## src/rtl/usb_fa_pkg.sv

```systemverilog
// Package: shared widths and the register image type for the function
// address register. Assumes a 7-bit USB function address.
package usb_fa_pkg;

    localparam int FA_W  = 7;
    localparam int REG_W = FA_W + 1;

    typedef struct packed {
        logic            upd;   // 1: last written address not yet active
        logic [FA_W-1:0] addr;  // last written address
    } fa_image_t;

endpackage

```

## src/rtl/fa_reg_port.sv

```systemverilog
// Module: fa_reg_port
// Decodes the register offset for writes and builds the read data.
// Assumes single-cycle write strobes and a purely combinational read.
module fa_reg_port
    import usb_fa_pkg::*;
#(
    parameter int ADDR_W     = 4,
    parameter int REG_OFFSET = 0
) (
    input  logic [ADDR_W-1:0] cfg_addr,
    input  logic              cfg_wr,
    input  logic [REG_W-1:0]  cfg_wdata,
    input  fa_image_t         image,
    output logic              wr_hit,
    output logic [FA_W-1:0]   wr_addr,
    output logic [REG_W-1:0]  cfg_rdata
);

    localparam logic [ADDR_W-1:0] OFFS = ADDR_W'(REG_OFFSET);

    logic sel;

    // Offset decode shared by reads and writes.
    always_comb begin
        sel = (cfg_addr == OFFS);
    end

    // Write qualification and masking of the read-only bit.
    always_comb begin
        wr_hit  = cfg_wr && sel;
        wr_addr = cfg_wdata[FA_W-1:0];
    end

    // Read mux: the register image at its offset, zero elsewhere.
    always_comb begin
        cfg_rdata = sel ? REG_W'(image) : '0;
    end

endmodule

```

## src/rtl/fa_commit_ctrl.sv

```systemverilog
// Module: fa_commit_ctrl
// Holds the pending and active function address and the update flag.
// A write parks the address as pending; a transfer-complete pulse
// with a write pending makes it active. Bus reset wins over all else.
// Assumes xfer_done is a one-cycle pulse per finished transfer.
module fa_commit_ctrl
    import usb_fa_pkg::*;
(
    input  logic            clk,
    input  logic            rst_n,
    input  logic            bus_reset,
    input  logic            wr_hit,
    input  logic [FA_W-1:0] wr_addr,
    input  logic            xfer_done,
    output logic [FA_W-1:0] act_addr,
    output logic [FA_W-1:0] pend_addr,
    output logic            upd_flag
);

    logic commit;

    // A commit needs both a finished transfer and a pending write.
    always_comb begin
        commit = xfer_done && upd_flag;
    end

    // Active address: loads the pending value on commit.
    always_ff @(posedge clk) begin
        if (!rst_n || bus_reset) begin
            act_addr <= '0;
        end else if (commit) begin
            act_addr <= pend_addr;
        end
    end

    // Pending address: the most recent value software wrote.
    always_ff @(posedge clk) begin
        if (!rst_n || bus_reset) begin
            pend_addr <= '0;
        end else if (wr_hit) begin
            pend_addr <= wr_addr;
        end
    end

    // Update flag: set by a write, cleared by a commit with no new write.
    always_ff @(posedge clk) begin
        if (!rst_n || bus_reset) begin
            upd_flag <= 1'b0;
        end else if (wr_hit) begin
            upd_flag <= 1'b1;
        end else if (commit) begin
            upd_flag <= 1'b0;
        end
    end

endmodule

```

## src/rtl/fa_token_cmp.sv

```systemverilog
// Module: fa_token_cmp
// Compares a token's address field with the active function address.
// Assumes tok_addr is stable while tok_valid is high.
module fa_token_cmp
    import usb_fa_pkg::*;
(
    input  logic            tok_valid,
    input  logic [FA_W-1:0] tok_addr,
    input  logic [FA_W-1:0] act_addr,
    output logic            tok_match
);

    // Qualified equality against the active address only.
    always_comb begin
        tok_match = tok_valid && (tok_addr == act_addr);
    end

endmodule

```

## src/rtl/usb_func_addr_reg.sv

```systemverilog
// Module: usb_func_addr_reg (top)
// USB device function address register with deferred commit, a
// readable pending flag and a token address comparator.
// Assumes a synchronous active-low reset and single-cycle strobes.
module usb_func_addr_reg
    import usb_fa_pkg::*;
#(
    parameter int ADDR_W     = 4,
    parameter int REG_OFFSET = 0
) (
    input  logic              clk,
    input  logic              rst_n,
    input  logic [ADDR_W-1:0] cfg_addr,
    input  logic              cfg_wr,
    input  logic [7:0]        cfg_wdata,
    output logic [7:0]        cfg_rdata,
    input  logic              bus_reset,
    input  logic              xfer_done,
    input  logic              tok_valid,
    input  logic [6:0]        tok_addr,
    output logic              tok_match
);

    logic            wr_hit;
    logic [FA_W-1:0] wr_addr;
    logic [FA_W-1:0] act_addr;
    logic [FA_W-1:0] pend_addr;
    logic            upd_flag;
    fa_image_t       image;

    // Register image seen by software.
    always_comb begin
        image.upd  = upd_flag;
        image.addr = pend_addr;
    end

    fa_reg_port #(
        .ADDR_W     (ADDR_W),
        .REG_OFFSET (REG_OFFSET)
    ) u_port (
        .cfg_addr  (cfg_addr),
        .cfg_wr    (cfg_wr),
        .cfg_wdata (cfg_wdata),
        .image     (image),
        .wr_hit    (wr_hit),
        .wr_addr   (wr_addr),
        .cfg_rdata (cfg_rdata)
    );

    fa_commit_ctrl u_ctrl (
        .clk       (clk),
        .rst_n     (rst_n),
        .bus_reset (bus_reset),
        .wr_hit    (wr_hit),
        .wr_addr   (wr_addr),
        .xfer_done (xfer_done),
        .act_addr  (act_addr),
        .pend_addr (pend_addr),
        .upd_flag  (upd_flag)
    );

    fa_token_cmp u_cmp (
        .tok_valid (tok_valid),
        .tok_addr  (tok_addr),
        .act_addr  (act_addr),
        .tok_match (tok_match)
    );

endmodule

```

## config.mk

```make
export PLATFORM = sky130hd
export DESIGN_NAME = usb_func_addr_reg
export DESIGN_NICKNAME = d
export VERILOG_FILES = /design/src/rtl/usb_fa_pkg.sv /design/src/rtl/fa_reg_port.sv /design/src/rtl/fa_commit_ctrl.sv /design/src/rtl/fa_token_cmp.sv /design/src/rtl/usb_func_addr_reg.sv
export SDC_FILE = /design/constraint.sdc
export NUM_CORES = 1
export LEC_CHECK = 0
export ABC_AREA = 0
export BUFFER_PORTS_ARGS = -buffer_cell sky130_fd_sc_hd__buf_2
export CAP_MARGIN = 30
export CELL_PAD_IN_SITES_DETAIL_PLACEMENT = 1
export CELL_PAD_IN_SITES_GLOBAL_PLACEMENT = 1
export CORE_MARGIN = 2
export CORE_UTILIZATION = 30
export DETAILED_ROUTE_END_ITERATION = 10
export GPL_TIMING_DRIVEN = 0
export PLACE_DENSITY = 0.75
export SYNTH_ARGS = -nofsm -noshare
export SYNTH_HDL_FRONTEND = slang
export SYNTH_SLANG_ARGS = --single-unit
```

## constraint.sdc

```tcl
create_clock -name clk -period 1.9 [get_ports clk]
set_clock_uncertainty 0.1 [all_clocks]
set_input_delay 0.095 -clock clk [delete_from_list [all_inputs] [get_ports clk]]
set_output_delay 0.095 -clock clk [all_outputs]
set_load 0.02 [all_outputs]
```

==> load_flow_metrics.sql, run 1 <==
INSERT INTO impl_metrics (metric_group, metric, value, unit) VALUES
('cells_and_area', 'layout_commonest_cell', 'buf_2', ''),
('timing', 'finalSetupTns', '0', 'ns'),
('drt', 'drt_drc_violations_left', '0', ''),
('die', 'design.portCount', '34', ''),
('timing', 'tightest_slew', '0.4556', 'ns'),
('cells_and_area', 'drive_gt1_share', '29.46', '%'),
('global_routing', 'grt_max_degree', '11', ''),
('drt', 'dr.pass1.iters', '1', ''),
('power_and_ir_drop', 'vdd_ir_drop_max', '0.0003151', 'V'),
('cells_and_area', 'area_growth_syn_to_layout', '38.93', '%'),
('global_routing', 'grt_antenna_before_repair', '0', ''),
('drt', 'drt-vias-per-instance', '4.783', ''),
('power_and_ir_drop', 'static-leakage-power', '0.3825', 'nW'),
('logic_synthesis', 'synthCells', '88', ''),
('cells_and_area', 'final_cell_mix', '31 x buf_2, 15 x a21oi_1, 15 x dfxtp_1, 13 x nand3_1', ''),
('cts', 'clock-sinks', '15', ''),
('cts', 'htree_levels', '1', ''),
('cts', 'clk_pin_slew', '0.08', 'ns'),
('place', 'preCtsSetupSlack', '0.5393', 'ns'),
('logic_synthesis', 'postSynthAreaPerCell', '8.218', 'µm²'),
('timing', 'post-route-min-period', '1.409', 'ns'),
('drt', 'wl', '1.868', 'mm'),
('run', 'maxCapViolCount', '0', ''),
('die', 'die_h', '53.10', 'µm'),
('worst_setup_path', 'worst_setup_path_start_kind', 'register', ''),
('cells_and_area', 'diodes', '0', ''),
('cts', 'max-clock-path-buffers', '2', ''),
('power_and_ir_drop', 'cell_internal_pwr', '432.7', 'µW'),
('timing', 'grt_setup_unrepaired', 'no', ''),
('timing', 'hold_viol', '0', ''),
('logic_synthesis', 'postSynthNetCount', '113', ''),
('timing', 'fmax', '709.5', 'MHz'),
('global_routing', 'first_pass_grt_wire_length', '3.270', 'mm'),
('worst_setup_path', 'worst_ep_required_time', '1.70', 'ns'),
('logic_synthesis', 'netlist_area', '723.2', 'µm²'),
('power_and_ir_drop', 'switching_power_summed_over_all_nets', '127.2', 'µW'),
('power_and_ir_drop', 'post-layout-total-power', '559.9', 'µW'),
('logic_synthesis', 'yosys_register_bits', '15', ''),
('logic_synthesis', 'ys_types', '18', ''),
('drt', 'routedWlPerCell', '11.90', 'µm'),
('place', 'port_buffers', '30', ''),
('global_routing', 'globalRouteOverflowTotal', '0', ''),
('worst_setup_path', 'worstSetupEndpointType', 'output pin', ''),
('cts', 'cts-buffers-inserted', '3', ''),
('worst_setup_path', 'type_of_the_setup_path_with_the_least_slack', 'register to output pin', ''),
('cts', 'cts.root.buffer_cell', 'clkbuf_4', ''),
('die', 'die_width', '53.10', 'µm'),
('die', 'core-area', '2255', 'µm²'),
('timing', 'post-route-period-util', '74.18', '%'),
('power_and_ir_drop', 'sw_frac_of_total', '22.72', '%'),
('timing', 'setup-violations-final', '0', ''),
('timing', 'timing.final.ws_setup', '0.4907', 'ns'),
('status', 'outcome', 'complete, no violations', ''),
('place', 'rd_place_congestion', '0.7029', ''),
('power_and_ir_drop', 'sequential_group_share_of_total_power', '56.3', '%'),
('drt', 'dr_total_vias', '751', ''),
('hold_path', 'min_delay_worst_type', 'input pin to register', ''),
('die', 'starting_density_of_the_core', '32.08', '%'),
('power_and_ir_drop', 'power.clock.fraction', '31.2', '%'),
('die', 'num_rows', '17', ''),
('logic_synthesis', 'proportion_of_synthesized_chip_area_in_sequential_cells', '41.52', '%'),
('worst_setup_path', 'crit_fanout', '10', ''),
('logic_synthesis', 'synth-warning-count', '0', ''),
('timing', 'drv_slew', '0', ''),
('cts', 'clock_tree_from_tritoncts', 'done', ''),
('drt', 'drt_first_iter_violations', '0', ''),
('global_routing', 'grt_util_all_layers', '15.91', '%'),
('cts', 'clk-insertion-delay-late', '0.27', 'ns'),
('die', 'design.die.area', '2820', 'µm²'),
('cells_and_area', 'final_stage_net_count', '155', ''),
('power_and_ir_drop', 'comb_power_share', '12.4', '%'),
('drt', 'antenna_violating_nets_post_route', '0', ''),
('place', 'hpwl', '1.450', 'mm'),
('global_routing', 'first_global_vias', '803', ''),
('timing', 'worst_slew_margin_rel', '69.63', '%'),
('power_and_ir_drop', 'p_per_area', '557.3', 'nW/µm²'),
('worst_setup_path', 'worst_ep_arrival_time', '1.21', 'ns');
## power groups by stage
stage / logic, mW / clock network, mW / registers [mW]
5_1_grt: 0.0772 / 0.204 / 0.316
4_1_cts: 0.0698 / 0.183 / 0.315
3_5_place_dp: 0.0589 / 0 / 0.323
3_3_place_gp: 0.0565 / 0 / 0.323
6_report: 0.0697 / 0.175 / 0.315
2_1_floorplan: 0.0265 / 0 / 0.323
## worst paths after layout
kind                              startpoint                                to  slack (ns)  depth (start not counted)
max             u_ctrl.upd_flag$_SDFFE_PP0P_                      cfg_rdata[7]        0.49                          3
min                                   cfg_wr  u_ctrl.pend_addr[5]$_SDFFE_PP0P_        0.06                          3
max reg2reg     u_ctrl.upd_flag$_SDFFE_PP0P_   u_ctrl.act_addr[1]$_SDFFE_PP0P_        0.65                          4
min reg2reg  u_ctrl.act_addr[0]$_SDFFE_PP0P_   u_ctrl.act_addr[0]$_SDFFE_PP0P_        0.38                          2
## cell type report
class	count	area (µm²)
multi-input combinational	67	391.6
tap	28	35.03
inverter	1	3.754
fill	288	1250
buffer	5	27.53
sequential	15	300.3
clock buffer	4	26.28
timing repair buffer	37	220.2
## critical path, cell delays in order (launching register included)
cell      delay, ns
dfxtp_1        0.31
clkbuf_1       0.30
and2_1         0.18
buf_2          0.16
## sequential cells by signal, summed over array words and instances, names as in the netlist
signal	flops
u_ctrl.act_addr	7
u_ctrl.pend_addr	7
u_ctrl.upd_flag	1
## cell usage after synthesis, drive strengths merged
cell type / count / area [µm²]
clkbuf: 3 / 11.26
nor2b: 1 / 6.260
nor2: 2 / 7.510
a21oi: 15 / 75.07
dfxtp: 15 / 300.3
xnor2: 7 / 61.31
inv: 1 / 3.750
and2: 8 / 50.05
nand2: 8 / 30.03
nand3: 14 / 75.07
or4: 1 / 11.26
buf: 2 / 16.26
nor4: 1 / 21.27
nand4: 2 / 12.51
nand2b: 1 / 6.260
o21ai: 7 / 35.03
## cells by family (layout without fill, tap and decap cells)
kind of cell           count (synthesis)  count (layout)  share of synthesized area, %
buffers and inverters                  6              47                         4.324
AND/OR/NAND/NOR                       38              38                         30.45
AO/OA/AOI/OAI                         22              22                         15.22
flip-flops                            15              15                         41.52
XOR/XNOR                               7               7                         8.478
## stage by stage
| step | area (µm²) | util, % | hold WS [ns] | cells |
|---|---|---|---|---|
| after floorplan | 723.2 | - | 0.1258 | 88 |
| after global placement | 908.4 | 40.29 | 0.2405 | 146 |
| after detailed placement | 908.4 | 40.29 | 0.2549 | 146 |
| after CTS | 1005 | 44.56 | 0.05666 | 157 |
| after global routing | 1005 | 44.56 | 0.06140 | 157 |
| final | 1005 | 44.56 | 0.06140 | 157 |
## metal layers
| metal | track usage [%] | share of wire, % |
|---|---|---|
| met1 | 17.73 | 43 |
| met2 | 29.58 | 53 |
| met3 | 2.542 | 4.2 |
| met4 | 6.410 | 0.59 |
| met5 | 0 | 0 |
## repair_timing
action	CTS	global route
hold buffers	7	0
endpoints found under the setup margin	0	0
resized for setup	0	0
endpoints found under the hold margin	7	0
setup buffers	0	0
Power figures use the tool's default switching activity.
==> run 2: changes to the inputs <==
--- a/config.mk
+++ b/config.mk
@@ -5,7 +5,7 @@
 export SDC_FILE = /design/constraint.sdc
 export NUM_CORES = 1
 export LEC_CHECK = 0
-export ABC_AREA = 0
+export ABC_AREA = 1
 export BUFFER_PORTS_ARGS = -buffer_cell sky130_fd_sc_hd__buf_2
 export CAP_MARGIN = 30
 export CELL_PAD_IN_SITES_DETAIL_PLACEMENT = 1
@@ -14,7 +14,7 @@
 export CORE_UTILIZATION = 30
 export DETAILED_ROUTE_END_ITERATION = 10
 export GPL_TIMING_DRIVEN = 0
-export PLACE_DENSITY = 0.75
+export PLACE_DENSITY = 0.78
 export SYNTH_ARGS = -nofsm -noshare
 export SYNTH_HDL_FRONTEND = slang
 export SYNTH_SLANG_ARGS = --single-unit
==> constraint.sdc (replaced) <==
create_clock -name clk -period 1.3 [get_ports clk]
set_clock_uncertainty 0.1 [all_clocks]
set_input_delay 0.065 -clock clk [delete_from_list [all_inputs] [get_ports clk]]
set_output_delay 0.065 -clock clk [all_outputs]
set_load 0.02 [all_outputs]
==> load_flow_metrics.sql, run 2 <==
INSERT INTO impl_metrics (metric_group, metric, value, unit) VALUES
('worst_setup_path', 'cpPeakStageDelay', '0.34', 'ns'),
('cells_and_area', 'final_stage_net_count', '199', ''),
('logic_synthesis', 'synthMuxAreaShare', '0', '%'),
('logic_synthesis', 'synth_common_cells', '36 x nand2_1, 28 x nor2_1, 22 x inv_1', ''),
('power_and_ir_drop', 'p_per_area', '748.0', 'nW/µm²'),
('power_and_ir_drop', 'comb_power_share', '13.6', '%'),
('global_routing', 'grt_util_all_layers', '15.86', '%'),
('cts', 'clk_pin_slew', '0.09', 'ns'),
('worst_setup_path', 'type_of_the_setup_path_with_the_least_slack', 'register to output pin', ''),
('worst_setup_path', 'ff2ff_path_depth', '4', ''),
('logic_synthesis', 'ys_types', '15', ''),
('cells_and_area', 'diodes', '0', ''),
('global_routing', 'grt_antenna_before_repair', '0', ''),
('drt', 'drt-vias-per-instance', '4.266', ''),
('worst_setup_path', 'cpMostUsedCell', 'nand2_1', ''),
('power_and_ir_drop', 'static-leakage-power', '0.5797', 'nW'),
('cts', 'cts.root.buffer_cell', 'clkbuf_4', ''),
('power_and_ir_drop', 'switching_power_summed_over_all_nets', '199.0', 'µW'),
('global_routing', 'first_pass_grt_wire_length', '3.512', 'mm'),
('die', 'num_rows', '18', ''),
('status', 'violations_in_the_final_reports', 'setup timing', ''),
('die', 'design.portCount', '34', ''),
('logic_synthesis', 'synth_area_leaders', 'dfxtp_1 39%, nand2_1 17%, nor2_1 13%, inv_1 11%, a21oi_1 4.5%', ''),
('global_routing', 'grt_max_degree', '11', ''),
('logic_synthesis', 'simple_gate_area_share_of_the_yosys_netlist', '37.88', '%'),
('cts', 'clock-sinks', '15', ''),
('logic_synthesis', 'proportion_of_synthesized_chip_area_in_sequential_cells', '38.52', '%'),
('drt', 'routedWlPerCell', '10.18', 'µm'),
('power_and_ir_drop', 'cell_internal_pwr', '642.4', 'µW'),
('timing', 'fmax', '753.7', 'MHz'),
('place', 'rd_place_congestion', '0.7402', ''),
('worst_setup_path', 'r2r_setup_slk', '0.26', 'ns'),
('run', 'maxCapViolCount', '0', ''),
('cells_and_area', 'final_core_util', '45.40', '%'),
('timing', 'tightest_slew', '0.3039', 'ns'),
('logic_synthesis', 'netlist.area_leader.share', '38.52', '%'),
('worst_setup_path', 'critical_path.reg2reg.startpoint', 'u_ctrl.upd_flag$_SDFFE_PP0P_', ''),
('logic_synthesis', 'synthXorXnorAreaFrac', '0', '%'),
('timing', 'grt_setup_unrepaired', 'yes', ''),
('power_and_ir_drop', 'sw_frac_of_total', '23.65', '%'),
('cells_and_area', 'layout_commonest_cell', 'nand2_1', ''),
('logic_synthesis', 'synth_compound_area_share', '9.952', '%'),
('die', 'core-area', '2477', 'µm²'),
('power_and_ir_drop', 'power.clock.fraction', '31.4', '%'),
('drt', 'wl_met2', '1.031', 'mm'),
('logic_synthesis', 'yosys.area_share.adder', '0', '%'),
('logic_synthesis', 'synth_ff_type', 'dfxtp_1', ''),
('worst_setup_path', 'worstSetupEndpointType', 'output pin', ''),
('worst_setup_path', 'worst_ep_required_time', '1.13', 'ns'),
('hold_path', 'hold_path_startpoint', 'rst_n', ''),
('timing', 'drv_slew', '0', ''),
('logic_synthesis', 'combinational_family_with_the_most_area_after_synthesis', 'simple AND/OR/NAND/NOR gates', ''),
('place', 'hpwl', '1.581', 'mm'),
('cells_and_area', 'reg_top3', 'u_ctrl.act_addr x7, u_ctrl.pend_addr x7, u_ctrl.upd_flag x1', ''),
('timing', 'worst_slew_margin_rel', '79.69', '%'),
('place', 'placed_cells_incl_taps', '188', ''),
('die', 'die_h', '54.98', 'µm'),
('logic_synthesis', 'post-synth-top-area-cell', 'dfxtp_1', ''),
('timing', 'setup-violations-final', '1', ''),
('cts', 'max-clock-path-buffers', '2', ''),
('cells_and_area', 'postLayoutCellArea', '1125', 'µm²'),
('cts', 'cts-buffers-inserted', '3', ''),
('logic_synthesis', 'netlist_area', '779.5', 'µm²'),
('logic_synthesis', 'postSynthNetCount', '151', ''),
('drt', 'met3RoutedLength', '99', 'µm'),
('cts', 'clock_tree_from_tritoncts', 'done', ''),
('global_routing', 'first_global_vias', '868', ''),
('drt', 'antenna_violating_nets_post_route', '0', ''),
('global_routing', 'globalRouteOverflowTotal', '0', ''),
('logic_synthesis', 'synth_enable_flop_cells', '0', ''),
('cells_and_area', 'stdcell_count', '203', ''),
('worst_setup_path', 'crit_fanout', '2', ''),
('cts', 'clk-insertion-delay-late', '0.27', 'ns'),
('worst_setup_path', 'regToRegEndpoint', 'u_ctrl.act_addr[1]$_SDFFE_PP0P_', ''),
('hold_path', 'hold_end', 'u_ctrl.act_addr[5]$_SDFFE_PP0P_', ''),
('die', 'die_width', '54.98', 'µm'),
('timing', 'hold_viol', '0', ''),
('logic_synthesis', 'yosys_register_bits', '15', ''),
('worst_setup_path', 'worst_setup_path_start_kind', 'register', ''),
('power_and_ir_drop', 'post-layout-total-power', '841.4', 'µW'),
('die', 'design.die.area', '3022', 'µm²'),
('worst_setup_path', 'worst_ep_arrival_time', '1.16', 'ns'),
('drt', 'highest-signal-layer', 'met3', ''),
('place', 'port_buffers', '32', ''),
('place', 'place_area', '977.2', 'µm²'),
('logic_synthesis', 'synthArstFlopShare', '0', '%'),
('logic_synthesis', 'post-synth-top-count-cell', 'nand2_1', ''),
('drt', 'wl', '2.067', 'mm'),
('worst_setup_path', 'timing.critical_path.cells', 'inv_2, nand2_1, nand2_1, nor2_1, nand2_1, nor2_1, buf_4', ''),
('cells_and_area', 'drive_gt1_share', '34.10', '%'),
('drt', 'drt_drc_violations_left', '0', ''),
('die', 'starting_density_of_the_core', '31.46', '%'),
('logic_synthesis', 'synthCells', '126', ''),
('timing', 'post-route-period-util', '102.1', '%'),
('cells_and_area', 'final_cell_mix', '35 x nand2_1, 32 x buf_2, 28 x nor2_1, 17 x inv_1', ''),
('drt', 'dr_total_vias', '866', ''),
('hold_path', 'holdPathStages', '5', ''),
('logic_synthesis', 'postSynthAreaPerCell', '6.186', 'µm²'),
('drt', 'dr.pass1.iters', '2', ''),
('cells_and_area', 'area_growth_syn_to_layout', '44.30', '%'),
('power_and_ir_drop', 'vdd_ir_drop_max', '0.0004206', 'V'),
('hold_path', 'min_delay_worst_type', 'input pin to register', ''),
('cts', 'htree_levels', '1', ''),
('status', 'outcome', 'complete, but fails checks', ''),
('drt', 'drt_first_iter_violations', '8', ''),
('cells_and_area', 'num-fill-cells', '339', ''),
('timing', 'post-route-min-period', '1.327', 'ns'),
('power_and_ir_drop', 'sequential_group_share_of_total_power', '55.0', '%'),
('worst_setup_path', 'cell_with_the_largest_stage_delay_on_the_worst_path', 'dfxtp_2', ''),
('logic_synthesis', 'synth-warning-count', '0', ''),
('timing', 'timing.final.ws_setup', '-0.02675', 'ns'),
('drt', 'routedLengthMet1', '936', 'µm');
run 2: changes by cell type after synthesis, sizes merged, moves of 3 or more:
cell and change:
inv +21, and2 -8, xnor2 -7, nor2 +29, a21oi -8, nand3 -13
nand2 +30, clkbuf -3
run 2: layer usage:
layer	global-route usage [%]	vias to the layer above
li1	-	467
met1	18.77	374
met2	29.76	25
met3	2.419	0
met4	3.659	0
met5	0	-
run 2: layout make-up:
cell class | instances | area (µm²) | area share (%)
Multi-Input combinational cell | 86 | 375.4 | 33.37
Sequential cell | 15 | 307.8 | 27.36
Timing Repair Buffer | 43 | 267.8 | 23.80
Inverter | 22 | 82.58 | 7.341
Tap cell | 30 | 37.54 | 3.337
Buffer | 3 | 27.53 | 2.447
Clock buffer | 4 | 26.28 | 2.336
run 2: cells by family (layout without fill, tap and decap cells):
group	after synthesis	in the layout
DFF	15	15
and+or+nand+nor	71	71
buffers and inverters	25	72
AOI/OAI and AO/OA	15	15
run 2: repair_timing:
| item | CTS | global route |
|---|---|---|
| hold buffers | 9 | 0 |
| gates resized for setup | 12 | 2 |
| endpoints found under the hold margin | 12 | 0 |
| pin swaps | 5 | 2 |
| setup buffers | 2 | 0 |
| setup endpoints to repair | 1 | 2 |
run 2: critical path, delay by kind of cell (launching register included):
kind	cells	cell delay (ns)
buf+inv	2	0.18
flops	1	0.34
simple gates	5	0.37
run 2: power groups by stage:
| stage | Combinational (mW) | Clock [mW] | Sequential, mW |
|---|---|---|---|
| floorplan | 0.0431 | 0 | 0.473 |
| global route | 0.129 | 0.288 | 0.463 |
| CTS | 0.113 | 0.263 | 0.462 |
| global placement | 0.0877 | 0 | 0.473 |
| finish | 0.114 | 0.264 | 0.463 |
| detailed placement | 0.0921 | 0 | 0.473 |
run 2: worst max path at each step:
stage / end / from
after floorplan: tok_match / u_ctrl.act_addr[2]$_SDFFE_PP0P_
after global placement: cfg_rdata[1] / cfg_addr[1]
after detailed placement: cfg_rdata[2] / cfg_addr[1]
after CTS: tok_match / u_ctrl.act_addr[5]$_SDFFE_PP0P_
after global routing: tok_match / u_ctrl.act_addr[5]$_SDFFE_PP0P_
final: tok_match / u_ctrl.act_addr[5]$_SDFFE_PP0P_
run 2: per-stage QoR:
| step | TNS [ns] | setup WS, ns | hold slack (ns) |
|---|---|---|---|
| 2_1_floorplan | 0 | 0.2676 | 0.09992 |
| 3_3_place_gp | 0 | 0.2481 | 0.1894 |
| 3_5_place_dp | 0 | 0.1872 | 0.1957 |
| 4_1_cts | -0.02087 | -0.02087 | 0.03196 |
| 5_1_grt | -0.1299 | -0.1299 | 0.09967 |
| 6_report | -0.02675 | -0.02675 | 0.03594 |
